--- src/rtl/tmr_clrsel_pkg.sv ---
package tmr_clrsel_pkg;

  localparam int NUM_GR = 4;

  typedef enum logic [2:0] {
    CLR_OFF     = 3'b000,
    CLR_A       = 3'b001,
    CLR_B       = 3'b010,
    CLR_SYNC    = 3'b011,
    CLR_OFF_HI  = 3'b100,
    CLR_C       = 3'b101,
    CLR_D       = 3'b110,
    CLR_SYNC_HI = 3'b111
  } clr_sel_e;

  typedef struct packed {
    logic              buf_cd;
    logic              sync_en;
    logic [NUM_GR-1:0] cap_mode;
    clr_sel_e          clr_sel;
  } chan_ctrl_t;

  localparam int CTRL_W = $bits(chan_ctrl_t);

  localparam logic [2:0] ADDR_CTRL = 3'd0;
  localparam logic [2:0] ADDR_CNT  = 3'd1;

endpackage

--- src/rtl/tmr_clrsel_gr.sv ---
module tmr_clrsel_gr #(
  parameter int W = 16
) (
  input  logic         clk,
  input  logic         rst,
  input  logic         wr,
  input  logic [W-1:0] wdata,
  input  logic [W-1:0] cnt,
  input  logic         cnt_en,
  input  logic         cap_mode,
  input  logic         cap_pin,
  input  logic         inhibit,
  output logic [W-1:0] val,
  output logic         evt
);

  logic pin_prev;
  logic cap_evt;
  logic cmp_evt;

  assign cap_evt = cap_mode && !inhibit && cap_pin && !pin_prev;
  assign cmp_evt = !cap_mode && !inhibit && cnt_en && (cnt == val);
  assign evt     = cap_evt | cmp_evt;

  always_ff @(posedge clk) begin
    if (rst) begin
      pin_prev <= 1'b0;
      val      <= '1;
    end else begin
      pin_prev <= cap_pin;
      if (wr)
        val <= wdata;
      else if (cap_evt)
        val <= cnt;
    end
  end

endmodule

--- src/rtl/tmr_clrsel_decode.sv ---
module tmr_clrsel_decode
  import tmr_clrsel_pkg::*;
(
  input  chan_ctrl_t        ctrl,
  input  logic [NUM_GR-1:0] gr_evt,
  input  logic              sync_in,
  output logic              own_clr,
  output logic              peer_clr
);

  always_comb begin
    unique case (ctrl.clr_sel)
      CLR_A:   own_clr = gr_evt[0];
      CLR_B:   own_clr = gr_evt[1];
      CLR_C:   own_clr = gr_evt[2];
      CLR_D:   own_clr = gr_evt[3];
      default: own_clr = 1'b0;
    endcase
  end

  always_comb begin
    peer_clr = 1'b0;
    if (ctrl.clr_sel == CLR_SYNC || ctrl.clr_sel == CLR_SYNC_HI)
      peer_clr = ctrl.sync_en && sync_in;
  end

endmodule

--- src/rtl/tmr_clrsel_counter.sv ---
module tmr_clrsel_counter #(
  parameter int W = 16
) (
  input  logic         clk,
  input  logic         rst,
  input  logic         wr,
  input  logic [W-1:0] wdata,
  input  logic         clr,
  input  logic         en,
  output logic [W-1:0] cnt
);

  always_ff @(posedge clk) begin
    if (rst)
      cnt <= '0;
    else if (wr)
      cnt <= wdata;
    else if (clr)
      cnt <= '0;
    else if (en)
      cnt <= cnt + W'(1);
  end

endmodule

--- src/rtl/tmr_clrsel_chan.sv ---
module tmr_clrsel_chan
  import tmr_clrsel_pkg::*;
#(
  parameter int W       = 16,
  parameter bit REDUCED = 1'b0
) (
  input  logic                clk,
  input  logic                rst,
  input  logic                cnt_en,
  input  logic                wr_en,
  input  logic [2:0]          wr_addr,
  input  logic [W-1:0]        wr_data,
  input  logic [NUM_GR-1:0]   cap_in,
  input  logic                sync_clr_in,
  output logic [W-1:0]        cnt_q,
  output logic [CTRL_W-1:0]   ctrl_q,
  output logic [NUM_GR*W-1:0] gr_q,
  output logic                sync_clr_out
);

  localparam logic [CTRL_W-1:0] CTRL_MASK =
    REDUCED ? ~(CTRL_W'(1) << 2) : '1;

  chan_ctrl_t        ctrl_r;
  logic [W-1:0]      cnt;
  logic [NUM_GR-1:0] gr_evt;
  logic              own_clr;
  logic              peer_clr;
  logic              clr_any;
  logic              wr_cnt;
  logic              wr_ctrl;

  assign wr_ctrl = wr_en && (wr_addr == ADDR_CTRL);
  assign wr_cnt  = wr_en && (wr_addr == ADDR_CNT);

  always_ff @(posedge clk) begin
    if (rst)
      ctrl_r <= '0;
    else if (wr_ctrl)
      ctrl_r <= chan_ctrl_t'(wr_data[CTRL_W-1:0] & CTRL_MASK);
  end

  for (genvar i = 0; i < NUM_GR; i++) begin : g_gr
    localparam bit BUFFERABLE = (i >= NUM_GR - 2);
    logic wr_gr;
    assign wr_gr = wr_en && (wr_addr == {1'b1, 2'(i)});
    tmr_clrsel_gr #(.W(W)) gr_i (
      .clk      (clk),
      .rst      (rst),
      .wr       (wr_gr),
      .wdata    (wr_data),
      .cnt      (cnt),
      .cnt_en   (cnt_en),
      .cap_mode (ctrl_r.cap_mode[i]),
      .cap_pin  (cap_in[i]),
      .inhibit  (BUFFERABLE && ctrl_r.buf_cd),
      .val      (gr_q[i*W +: W]),
      .evt      (gr_evt[i])
    );
  end

  tmr_clrsel_decode dec_i (
    .ctrl     (ctrl_r),
    .gr_evt   (gr_evt),
    .sync_in  (sync_clr_in),
    .own_clr  (own_clr),
    .peer_clr (peer_clr)
  );

  assign clr_any = own_clr | peer_clr;

  tmr_clrsel_counter #(.W(W)) cnt_i (
    .clk   (clk),
    .rst   (rst),
    .wr    (wr_cnt),
    .wdata (wr_data),
    .clr   (clr_any),
    .en    (cnt_en),
    .cnt   (cnt)
  );

  assign cnt_q        = cnt;
  assign ctrl_q       = ctrl_r;
  assign sync_clr_out = own_clr && ctrl_r.sync_en;

endmodule

--- config.mk ---
export PLATFORM = sky130hd
export DESIGN_NAME = tmr_clrsel_chan
export DESIGN_NICKNAME = d
export VERILOG_FILES = /design/src/rtl/tmr_clrsel_pkg.sv /design/src/rtl/tmr_clrsel_gr.sv /design/src/rtl/tmr_clrsel_decode.sv /design/src/rtl/tmr_clrsel_counter.sv /design/src/rtl/tmr_clrsel_chan.sv
export SDC_FILE = /design/constraint.sdc
export NUM_CORES = 1
export LEC_CHECK = 0
export BUFFER_PORTS_ARGS = -buffer_cell sky130_fd_sc_hd__buf_2
export CAP_MARGIN = 30
export CORE_MARGIN = 4
export CORE_UTILIZATION = 40
export CTS_BUF_LIST = sky130_fd_sc_hd__clkbuf_16
export CTS_CLUSTER_SIZE = 10
export DETAILED_ROUTE_END_ITERATION = 7
export PLACE_DENSITY_LB_ADDON = 0.1
export SLEW_MARGIN = 20
export SYNTH_ARGS = -nofsm -noshare
export SYNTH_HDL_FRONTEND = slang
export SYNTH_SLANG_ARGS = --single-unit
--- constraint.sdc ---
create_clock -name clk -period 2.1 [get_ports clk]
set_input_delay 0.105 -clock clk [delete_from_list [all_inputs] [get_ports clk]]
set_output_delay 0.105 -clock clk [all_outputs]
set_load 0.02 [all_outputs]
== Yosys cells after proc, flatten, opt, wreduce, memory -nomap -nowiden ==
Cells that the tools add are included.
Word-level totals
  output and inout port bits: 90
  word-level logic and storage cells: 91
  bits of input ports: 28
  register bits after elaboration: 93
Cells by class
  multiplexer cells: 13
  reduce and logical (&&, ||, !) cells: 44
  add/subtract/negate cells: 1
  eq/ne operators: 15
  bitwise operators: 5
Operator list (number)
  two-way mux 16 bit: 11
  equality test 16 bit: 4
  logical AND 1 bit: 28
  equality test 3 bit, second input constant: 7
  adder 16 x 1 -> 16 bit, second input constant: 1
  logical NOT 1 bit: 9
  nonzero test 2 bit: 4
  equality test 3 x 1 -> 1 bit, second input constant: 2
  equality test 3 x 2 -> 1 bit, second input constant: 2
  bitwise OR 1 bit: 5
  one-hot mux 1 bit (4 select lines): 1
  logical NOT 3 bit: 1
  nonzero test 3 bit: 1
  logical OR 1 bit: 1
  two-way mux 1 bit: 1

== Longest topological paths before layout ==
Gate-level depths: netlist of run 1.
  word-level depth: 9
  depth in mapped cells: 10
  gate-level depth less buffers: 7

== Hierarchy ==
From an unflattened synthesis of run 1, not the netlist that was laid out.
Second synthesis, totals
  cells, all modules: 556
  area total of the unflattened synthesis: 5715.5 um^2
By module, submodules not included
  tmr_clrsel_gr: instances 4, sequential area each 340.3 um^2, cells each 96, area an instance 1066.0 um^2
  tmr_clrsel_counter: instances 1, sequential area each 320.3 um^2, cells each 116, area an instance 922.1 um^2
  tmr_clrsel_chan: instances 1, sequential area each 180.2 um^2, cells each 50, area an instance 476.7 um^2
  tmr_clrsel_decode: instances 1, sequential area each 0.0 um^2, cells each 6, area an instance 52.6 um^2

== Worst setup path after synthesis of run 1 ==
Ideal clock, no wire load.
  path kind: reg-to-output
  start point: reg cnt_i.cnt[15]
  end point: out sync_clr_out
  data required time: 1.995 ns
  cell stages (with the launch flop): 9
  arrival time: 2.163 ns
  path slack: -0.168 ns
  buffers on the path: 2
  cell sequence: dfxtp_1 > buf_2 > xnor2_1 > nand4_1 > or4_1 > nor4_1 > a311oi_2 > buf_2 > a21boi_1
Between the ends
  cells in the longest elaborated chain, start to end: 5
  elaborated cells on any way between the ends: 14
  classes of those cells: 4 x eq/ne; 1 x mux; 4 x bitwise; 5 x reduce/logical
RTL lines
  start, declared: line tmr_clrsel_counter.sv:10  | output logic [W-1:0] cnt
  start signal, assigned: line tmr_clrsel_counter.sv:17  | cnt <= wdata;
  start signal, assigned: line tmr_clrsel_counter.sv:21  | cnt <= cnt + W'(1);
  equality test 16 bit: line tmr_clrsel_gr.sv:22  | assign cmp_evt = !cap_mode && !inhibit && cnt_en && (cnt == val);
  logical AND 1 bit: line tmr_clrsel_gr.sv:22
  bitwise OR 1 bit: line tmr_clrsel_gr.sv:23  | assign evt = cap_evt | cmp_evt;
  one-hot mux 1 bit (4 select lines) *: line tmr_clrsel_decode.sv:12  | unique case (ctrl.clr_sel)
  logical AND 1 bit *: line tmr_clrsel_chan.sv:84  | assign sync_clr_out = own_clr && ctrl_r.sync_en;
  end, declared: line tmr_clrsel_chan.sv:18  | output logic sync_clr_out
Every way passes the cells marked *; elsewhere a longest branch is shown, timed or not.

== Worst setup path in the final report of run 1 ==
  start point: reg cnt_i.cnt[5]
  end point: out sync_clr_out
The elaborated chain is that of the path after synthesis.

==> results of run 1 <==
[per-stage QoR]
step / setup WS [ns] / instance area [µm²]
2_1_floorplan: -0.00157 / 5440
3_3_place_gp: -0.205 / 6450
3_5_place_dp: -0.227 / 6450
4_1_cts: -0.191 / 6940
5_1_grt: -0.229 / 7100
6_report: -0.141 / 7100
[worst max path at each step]
| stage | from | end | cells after the start |
|---|---|---|---|
| 6_report | cnt_i.cnt[5]$_SDFFE_PP0P_ | sync_clr_out | 9 |
| 3_5_place_dp | ctrl_q[8]$_SDFFE_PP0P_ | cnt_i.cnt[5]$_SDFFE_PP0P_ | 8 |
| 2_1_floorplan | cnt_i.cnt[2]$_SDFFE_PP0P_ | cnt_i.cnt[11]$_SDFFE_PP0P_ | 8 |
| 5_1_grt | g_gr[1].gr_i.val[12]$_SDFFE_PP1P_ | sync_clr_out | 8 |
| 3_3_place_gp | ctrl_q[8]$_SDFFE_PP0P_ | cnt_i.cnt[5]$_SDFFE_PP0P_ | 8 |
| 4_1_cts | cnt_i.cnt[11]$_SDFFE_PP0P_ | sync_clr_out | 8 |
[sequential cells by signal, summed over array words and instances (netlist names)]
| signal | count |
|---|---|
| g_gr.gr_i.val | 64 |
| cnt_i.cnt | 16 |
| ctrl_q | 9 |
| g_gr.gr_i.pin_prev | 4 |
[per-layer routing]
metal	up-vias	track usage [%]	part of all wire [%]
li1	2709	-	-
met1	2718	37.6	45
met2	282	41.0	45
met3	36	4.46	8.0
met4	0	6.96	2.2
met5	-	0	0
[synth_stat cells (all sizes together) (2+ instances only)]
cell,instances
nand2b,67
o211ai,64
inv,18
nand4b,2
xor2,21
xnor2,42
nor2b,7
a21oi,14
o21ai,80
nand3b,4
nor4,7
a31oi,3
a211oi,2
nand2,112
nand4bb,2
buf,27
nand3,15
a22o,4
mux2i,2
nor2,6
clkbuf,40
dfxtp,93
a22oi,14
a32oi,3
a32o,2
a41oi,7
nand4,11
nor3,8
and4,2
and3,4
[kinds of logic after synthesis]
logic type | count (synthesis) | share of synthesized area [%]
fa+ha+maj | 1 | 0.231
mux | 2 | 0.370
flops | 93 | 34.4
xor+xnor | 63 | 10.2
simple gates | 252 | 23.8
buf+inv | 85 | 7.02
compound gates | 200 | 24.0
[placed cells by master (no fill, tap or decap), types with 3 or more instances in the layout]
cell type,count
clkbuf_16,9
nand2_1,112
o21ai_0,77
a22o_1,4
buf_6,9
bufinv_16,3
and3_1,4
nand3b_1,4
nand3_1,15
dfxtp_1,77
xor2_2,4
inv_1,16
a41oi_1,7
xnor2_2,5
nand2b_1,67
dfxtp_2,15
buf_4,64
nor2_1,5
a21oi_1,14
o211ai_1,64
a31oi_1,3
buf_2,116
xor2_1,17
nor3_1,7
a22oi_1,11
a22oi_2,3
nor4_2,3
nor2b_1,7
nand4_1,11
xnor2_1,37
[report_power, final]
| part | internal, mW | switching (mW) | total (mW) |
|---|---|---|---|
| clock | 1.17 | 0.772 | 1.94 |
| combinational | 0.237 | 0.366 | 0.603 |
| sequential | 1.82 | 0.0610 | 1.88 |
[worst reg2reg max path: stages (launching register included)]
cell and delay, ns:
dfxtp_1 0.34, buf_4 0.15, xor2_1 0.19, nor4_2 0.06, and4_1 0.23, a311oi_4 0.29, buf_4 0.17, or4b_4 0.45
a22oi_2 0.15
[area by class of cell]
type                    count  share of cell area [%]
well taps                 176                    3.10
flip-flops and latches     93                    26.6
repair buffers            192                    16.9
clock inverters             7                    1.73
clock buffers               9                    3.17
multi-input cells         518                    47.5
inverters                  18                   0.952
[timing repair]
action                                  4_1_cts  5_1_grt
endpoints found under the setup margin       17       17
setup buffers                                 4        1
hold endpoints to repair                      2        0
resized for setup                            22       37
hold buffers                                  2        0
pin swaps                                     4       21
==> results.json, run 1 <==
{
  "synth_area_um2": 5420,
  "diodes": 0,
  "rsz0062_at_grt": "yes",
  "worstMarginPinSlew_ns": 0.440,
  "r2r-end": "cnt_i.cnt[11]$_SDFFE_PP0P_",
  "clock-sinks": 93,
  "worstPathMaxFanout": 3,
  "fmax_ghz": 0.446,
  "seqCellArea_um2": 1880,
  "initial_utilization_pct": 40.9,
  "ys_types": 49,
  "worstSetupPathType": "reg2out",
  "core_um2": 13200,
  "crit_family": "simple AND/OR/NAND/NOR gates",
  "htree_num_levels": 3,
  "cpMostUsedCell": "buf_6",
  "clk_pin_slew_ns": 0.07,
  "worstPathRequired_ns": 2.00,
  "grt_max_degree": 33,
  "grt_use_total_pct": 26.3,
  "ir_drop_mv": 0.423,
  "final_nets": 861,
  "avgViaCountPerCell": 5.67,
  "yosysTopAreaCell": "dfxtp_1",
  "drcViolationCount": 0,
  "nFillCells": 1323,
  "grt_pass1_wl_um": 32000,
  "fin_crit_ns": 2.24,
  "numCtsBuffers": 9,
  "fin_skew_ns": 0.00644,
  "finalWorstSetupSlack_ns": -0.141,
  "setup_viol": 2,
  "ys_seq_elements": 93,
  "die_w_um": 124,
  "min_path_cells": 2,
  "place.gp.congestion": 0.921,
  "dr.pass1.iters": 5,
  "power.density_nw_per_um2": 623,
  "cts_tree": "done",
  "final_util_pct": 53.6,
  "critPathLaunchType": "flop",
  "clockBufferDepth": 2,
  "synth_area_leaders": "dfxtp_1, o211ai_1, nand2_1",
  "gr-total-overflow": 0,
  "ys_warn_count": 0,
  "status": "finished with violations",
  "ant_nets": 0,
  "ys_seq_area_share_pct": 34.4,
  "maxCapViolCount": 0,
  "die_h_um": 124,
  "failed_checks": "negative setup slack",
  "crit_buf_inv": 3,
  "fin_setup_tns_ns": -0.144,
  "syn_to_final_growth_pct": 31.0,
  "hold_class": "in2reg",
  "hold_violations": 0,
  "first_iter_violations": 702,
  "routed_wl_um": 21000,
  "whs_endpoint": "g_gr[2].gr_i.pin_prev$_SDFF_PP0_",
  "syn-num-nets": 725,
  "power_leakage_nw": 2.99,
  "num_rows": 42,
  "root_buffer": "clkbuf_16",
  "async_reset_ff_share_pct": 0,
  "wl_per_cell_um": 20.7,
  "numPortBuffers": 117,
  "ff2ff_path_depth": 8,
  "grt_pass1_vias": 5353,
  "cpPeakStageDelay_ns": 0.35,
  "synth_top_area_share_pct": 34.4,
  "antenna_found_initial": 0,
  "total_power_mw": 4.42,
  "cp_slowest_cell": "dfxtp_2",
  "clk-insertion-delay-late_ns": 0.35,
  "worstPathCellList": "buf_6 -> xnor2_1 -> o21ai_2 -> nor4_2 -> and4_1 -> a311oi_4 -> buf_6 -> a21boi_4 -> buf_6",
  "synth_edf_count": 0,
  "multi_input_area_um2": 3370,
  "dp_cells": 990,
  "finalNonFillerCells": 1013,
  "cp-end-kind": "output port",
  "min_from": "cap_in[2]",
  "io_pins": 118,
  "slew_headroom_pct": 70.6,
  "reg2reg_slack_ns": 0,
  "crit_arrival_ns": 2.14,
  "crit-reg2reg-launch": "cnt_i.cnt[3]$_SDFFE_PP0P_",
  "dp.final_hpwl_um": 15400,
  "drive_gt1_share_pct": 30.2,
  "dieArea_um2": 15500,
  "syn_inst": 696,
  "slew_violations": 0,
  "holdWs_ns": 0.0112,
  "vias": 5745,
  "syn_avg_cell_area_um2": 7.78,
  "period_share_pct": 107,
  "ys.flop_type": "dfxtp_1"
}
No activity file was read; power rests on OpenSTA's default activity.
==> inputs of run 2 (changes only) <==
- CORE_UTILIZATION: 40 -> 55
==> run 2 against run 1 <==
Net effect: maximum frequency down 2.2%; via count up 3.5%; cell count down 4.8%; critical path depth down 1; final area down 2.0%; setup slack worse by 0.050 ns; highest routed layer unchanged; the flow still finishes with violations (negative setup slack); global-route usage up 8.2 points; core utilization up 20 points; worst hold slack better by 0.0039 ns; flip-flop and latch count unchanged; critical endpoint unchanged; wire length down 5.7%; register-to-register slack worse by 0.11 ns; largest cell class unchanged.
==> results.json, run 2 (same netlist as run 1, synthesis figures left out) <==
{
  "status": "finished with violations",
  "failed_checks": "negative setup slack",
  "dieArea_um2": 11500,
  "finalWorstSetupSlack_ns": -0.192,
  "nFillCells": 757,
  "clk_pin_slew_ns": 0.07,
  "ir_drop_mv": 0.460,
  "hold_violations": 0,
  "die_w_um": 107,
  "final_nets": 859,
  "clock-sinks": 93,
  "dp.final_hpwl_um": 14000,
  "switching_power_mw": 1.12,
  "worstPathRequired_ns": 2.00,
  "numCtsBuffers": 9,
  "grt_pass1_vias": 5693,
  "min_path_cells": 2,
  "grt_max_degree": 35,
  "crit-reg2reg-launch": "cnt_i.cnt[5]$_SDFFE_PP0P_",
  "power.density_nw_per_um2": 586,
  "top_layer": "met4",
  "cts_tree": "done",
  "clockBufferDepth": 2,
  "syn_to_final_growth_pct": 28.4,
  "die_h_um": 107,
  "num_rows": 35,
  "rsz0062_at_grt": "yes",
  "gr-total-overflow": 0,
  "p_sw_share_pct": 27.4,
  "r2r-end": "cnt_i.cnt[11]$_SDFFE_PP0P_",
  "antenna_found_initial": 0,
  "clockPowerShare_pct": 39.4,
  "worstMarginPinSlew_ns": 0.659,
  "whs_endpoint": "g_gr[3].gr_i.pin_prev$_SDFF_PP0_",
  "critPathLaunchType": "flop",
  "reg2reg_slack_ns": -0.11,
  "numPortBuffers": 117,
  "initial_utilization_pct": 57.5,
  "vias": 5944,
  "fin_setup_tns_ns": -0.983,
  "routed_wl_um": 19800,
  "slew_violations": 0,
  "grt_pass1_wl_um": 30700,
  "final_common_cell": "buf_2",
  "internal_power_mw": 2.96,
  "comb_power_share_pct": 14.7,
  "diodes": 0,
  "wl_met3_um": 2090,
  "drive_gt1_share_pct": 29.9,
  "ff2ff_path_depth": 9,
  "place.gp.congestion": 0.966,
  "setup_viol": 15,
  "io_pins": 118,
  "maxCapViolCount": 0,
  "avgViaCountPerCell": 6.17,
  "core_um2": 9420,
  "min_from": "cap_in[3]",
  "layout_common_cells": "buf_2, nand2_1, dfxtp_1",
  "fin_crit_ns": 2.29,
  "fin_skew_ns": 0.00776,
  "drcViolationCount": 0,
  "first_iter_violations": 532,
  "dr.pass1.iters": 5,
  "clk-insertion-delay-late_ns": 0.34,
  "ant_nets": 0,
  "htree_num_levels": 3,
  "slew_headroom_pct": 56.0,
  "place_worst_setup_slack_ns": -0.298,
  "root_buffer": "clkbuf_16",
  "grt_use_total_pct": 34.5,
  "power_leakage_nw": 3.00,
  "largest_reg_flops": 64,
  "seq_power_share_pct": 45.9,
  "crit_arrival_ns": 2.19,
  "worstPathMaxFanout": 3,
  "wl_per_cell_um": 20.5,
  "wl_met2_um": 8970,
  "worstSetupPathType": "reg2out",
  "fmax_ghz": 0.436,
  "hold_class": "in2reg",
  "met1_length_um": 8080,
  "largest_register": "g_gr.gr_i.val",
  "cp-end-kind": "output port",
  "period_share_pct": 109
}
[run 2: how the worst max path moves through the flow]
| stage | end | slack [ns] | cells after the start | start |
|---|---|---|---|---|
| floorplan | cnt_i.cnt[11]$_SDFFE_PP0P_ | -0.002 | 8 | cnt_i.cnt[2]$_SDFFE_PP0P_ |
| global placement | cnt_i.cnt[8]$_SDFFE_PP0P_ | -0.22 | 8 | ctrl_q[8]$_SDFFE_PP0P_ |
| detailed placement | cnt_i.cnt[1]$_SDFFE_PP0P_ | -0.30 | 8 | ctrl_q[8]$_SDFFE_PP0P_ |
| CTS | sync_clr_out | -0.26 | 8 | cnt_i.cnt[9]$_SDFFE_PP0P_ |
| global route | sync_clr_out | -0.24 | 8 | cnt_i.cnt[9]$_SDFFE_PP0P_ |
| finish | sync_clr_out | -0.19 | 8 | cnt_i.cnt[12]$_SDFFE_PP0P_ |
[run 2: through the flow]
step / cell area, µm² / power (mW) / util, % / hold WS (ns) / cells
finish: 6950 / 4.08 / 73.8 / 0.0151 / 964
global route: 6950 / 4.21 / 73.8 / 0.0323 / 964
CTS: 6920 / 4.07 / 73.4 / 0.00821 / 964
detailed placement: 6370 / 2.47 / 67.7 / 0.349 / 939
global placement: 6370 / 2.45 / 67.6 / 0.351 / 938
floorplan: 5440 / 2.24 / - / 0.233 / 696
[run 2: metal layers]
metal / vias to the layer above / global-route usage [%]
li1: 2705 / -
met1: 2828 / 47.4
met2: 355 / 53.1
met3: 56 / 6.68
met4: 0 / 13.6
met5: - / 0
[run 2: critical path, cell delays in order (launching register included)]
cell and delay [ns]:
dfxtp_4 0.37, xnor2_2 0.14, nand4_1 0.15, or4_4 0.46
nor4_4 0.16, a311oi_2 0.11, buf_6 0.18, a21boi_4 0.15
buf_6 0.13
[run 2: timing repair]
| action | in CTS | in global routing |
|---|---|---|
| endpoints found under the setup margin | 17 | 17 |
| resized for setup | 45 | 10 |
| buffers inserted | 8 | 1 |
| pin swaps | 17 | 5 |
| hold endpoints to repair | 1 | 0 |
| hold buffers | 1 | 0 |
[run 2: area by class of cell]
cell class	instances	area (µm²)	share of cell area, %
clock buffers	9	225	3.24
clock inverters	7	58.8	0.846
inverters	18	67.6	0.972
multi-input cells	518	3370	48.5
flip-flops and latches	93	1880	27.1
well taps	129	161	2.32
repair buffers	190	1180	17.0
[run 2: power groups by stage]
stage	registers [mW]	clock network, mW	logic (mW)
finish	1.87	1.61	0.600
global route	1.88	1.69	0.642
CTS	1.87	1.62	0.583
detailed placement	1.91	0	0.557
global placement	1.91	0	0.547
floorplan	1.95	0	0.283
==> inputs of run 3 (changes only) <==
- SETUP_SLACK_MARGIN: unset -> 0.2
==> run 3 against run 2 <==
Net effect: the run still ends with negative setup slack left; clock skew grew 0.0039 ns; global-route usage grew 0.91 points; sequential power about the same; flip-flop and latch count is the same; count of clock-buffer cells in the layout did not move; power up 4.2%; wire length rose by 4.0%; combinational power about the same; core utilization increased by 1.1 points; cell count decreased by 0.73%; sequential share of layout area barely moved; via count up 2.6%.
==> results.json, run 3 (same netlist as run 1, synthesis figures left out) <==
{
  "hold_class": "in2reg",
  "status": "finished with violations",
  "final_nets": 852,
  "cts_tree": "done",
  "first_iter_violations": 623,
  "core_um2": 9420,
  "internal_power_mw": 3.08,
  "grt_pass1_vias": 5563,
  "slew_violations": 0,
  "rsz0062_at_grt": "yes",
  "dpl-instance-area_um2": 6250,
  "grt_use_total_pct": 35.4,
  "slew_headroom_pct": 37.1,
  "die_h_um": 107,
  "gr-total-overflow": 0,
  "seq_power_share_pct": 44.2,
  "crit_family": "simple AND/OR/NAND/NOR gates",
  "cpPeakStageDelay_ns": 0.40,
  "finalWorstSetupSlack_ns": -0.224,
  "crit_arrival_ns": 2.22,
  "dieArea_um2": 11500,
  "fin_setup_tns_ns": -0.517,
  "cp-end-kind": "output port",
  "drcViolationCount": 0,
  "critPathLaunchType": "flop",
  "period_share_pct": 111,
  "final_common_cell": "buf_2",
  "power_leakage_nw": 2.94,
  "clock-sinks": 93,
  "worstPathMaxFanout": 8,
  "place.gp.congestion": 0.960,
  "final_area_um2": 7060,
  "layout_common_cells": "buf_2, nand2_1, dfxtp_1",
  "power.density_nw_per_um2": 602,
  "ir_drop_mv": 0.382,
  "die_w_um": 107,
  "antenna_found_initial": 0,
  "worstPathCellList": "xnor2_1 -> nand4_1 -> nor3_2 -> and4_4 -> a311oi_4 -> buf_4 -> a21boi_4 -> buf_6",
  "root_buffer": "clkbuf_16",
  "dr.pass1.iters": 7,
  "worstPathRequired_ns": 2.00,
  "fin_skew_ns": 0.0117,
  "clockPowerShare_pct": 41.7,
  "ant_nets": 0,
  "avgViaCountPerCell": 6.37,
  "io_pins": 118,
  "p_sw_share_pct": 27.5,
  "clockBufferDepth": 2,
  "worstMarginPinSlew_ns": 0.944,
  "fmax_ghz": 0.430,
  "worstSetupPathType": "reg2out",
  "htree_num_levels": 3,
  "routed_wl_um": 20600,
  "drive_gt1_share_pct": 32.0,
  "largest_reg_flops": 64,
  "comb_power_share_pct": 14.0,
  "dp.final_hpwl_um": 14000,
  "clk-insertion-delay-late_ns": 0.34,
  "numPortBuffers": 117,
  "setup_viol": 9,
  "cp_slowest_cell": "dfxtp_4",
  "grt_pass1_wl_um": 31300,
  "maxCapViolCount": 0,
  "clk_pin_slew_ns": 0.07,
  "syn_to_final_growth_pct": 30.4,
  "final_util_pct": 75.0,
  "grt_max_degree": 55,
  "initial_utilization_pct": 57.5,
  "numCtsBuffers": 9,
  "failed_checks": "negative setup slack",
  "fin_crit_ns": 2.32,
  "num_rows": 35,
  "switching_power_mw": 1.17,
  "hold_violations": 0,
  "largest_register": "g_gr.gr_i.val",
  "vias": 6100,
  "diodes": 0,
  "wl_per_cell_um": 21.5,
  "crit_buf_inv": 2,
  "nFillCells": 721,
  "total_power_mw": 4.25
}
-- run 3: changes by cell type in the layout (fill, tap and decap cells not counted), moves of 5 or more --
cell     previous run  this run
buf_4              66        52
dfxtp_1            81        69
nand3_2            10         5
dfxtp_2             9        15
buf_6               5        11
nand3_1             5        10
o21ai_0            79        68
dfxtp_4             3         9
o21ai_2             1         9
-- run 3: power by group through the flow --
stage                     clock, mW  combinational, mW  sequential [mW]
after floorplan                   0              0.290             1.96
after global placement            0              0.524             1.92
after detailed placement          0              0.534             1.92
after CTS                      1.76              0.570             1.88
after global routing           1.82              0.639             1.88
final                          1.77              0.597             1.88
-- run 3: worst paths after layout --
kind	from	to	slack, ns	cells after the start
worst max-delay path	cnt_i.cnt[4]$_SDFFE_PP0P_	sync_clr_out	-0.22	8
worst min-delay path	cap_in[1]	g_gr[1].gr_i.pin_prev$_SDFF_PP0_	0.0004	2
worst max register to register	cnt_i.cnt[15]$_SDFFE_PP0P_	cnt_i.cnt[11]$_SDFFE_PP0P_	-0.07	9
worst min register to register	ctrl_q[8]$_SDFFE_PP0P_	ctrl_q[8]$_SDFFE_PP0P_	0.48	2
-- run 3: routing by layer --
metal  up-vias  wire (µm)  GRT usage [%]  part of all wire (%)
met5         -          0              0                     0
met4         0        808           16.1                   3.9
met3        75       2540           7.89                    12
met2       452       9060           52.8                    44
met1      2879       8190           48.6                    40
li1       2694          -              -                     -
-- run 3: area by class of cell --
cell class,instances,area [µm²],area share [%]
clock buffers,9,225,3.19
clock inverters,7,91.3,1.29
inverters,18,67.6,0.957
multi-input cells,518,3460,48.9
flip-flops and latches,93,1910,27.1
well taps,129,161,2.29
repair buffers,183,1140,16.2
-- run 3: per-stage QoR --
step	std cells	worst slack (ns)	hold WS (ns)
CTS	954	-0.202	0.00106
detailed placement	919	-0.0646	0.343
finish	957	-0.224	0.000380
global placement	918	-0.193	0.330
floorplan	696	0.143	0.233
global route	957	-0.294	0.0161
-- run 3: what timing repair did --
item,in CTS,in global routing
pin swaps,22,13
hold buffers,2,0
buffers inserted,16,3
gates cloned,1,0
hold endpoints to repair,2,0
gates resized for setup,70,19
endpoints found under the setup margin,17,17
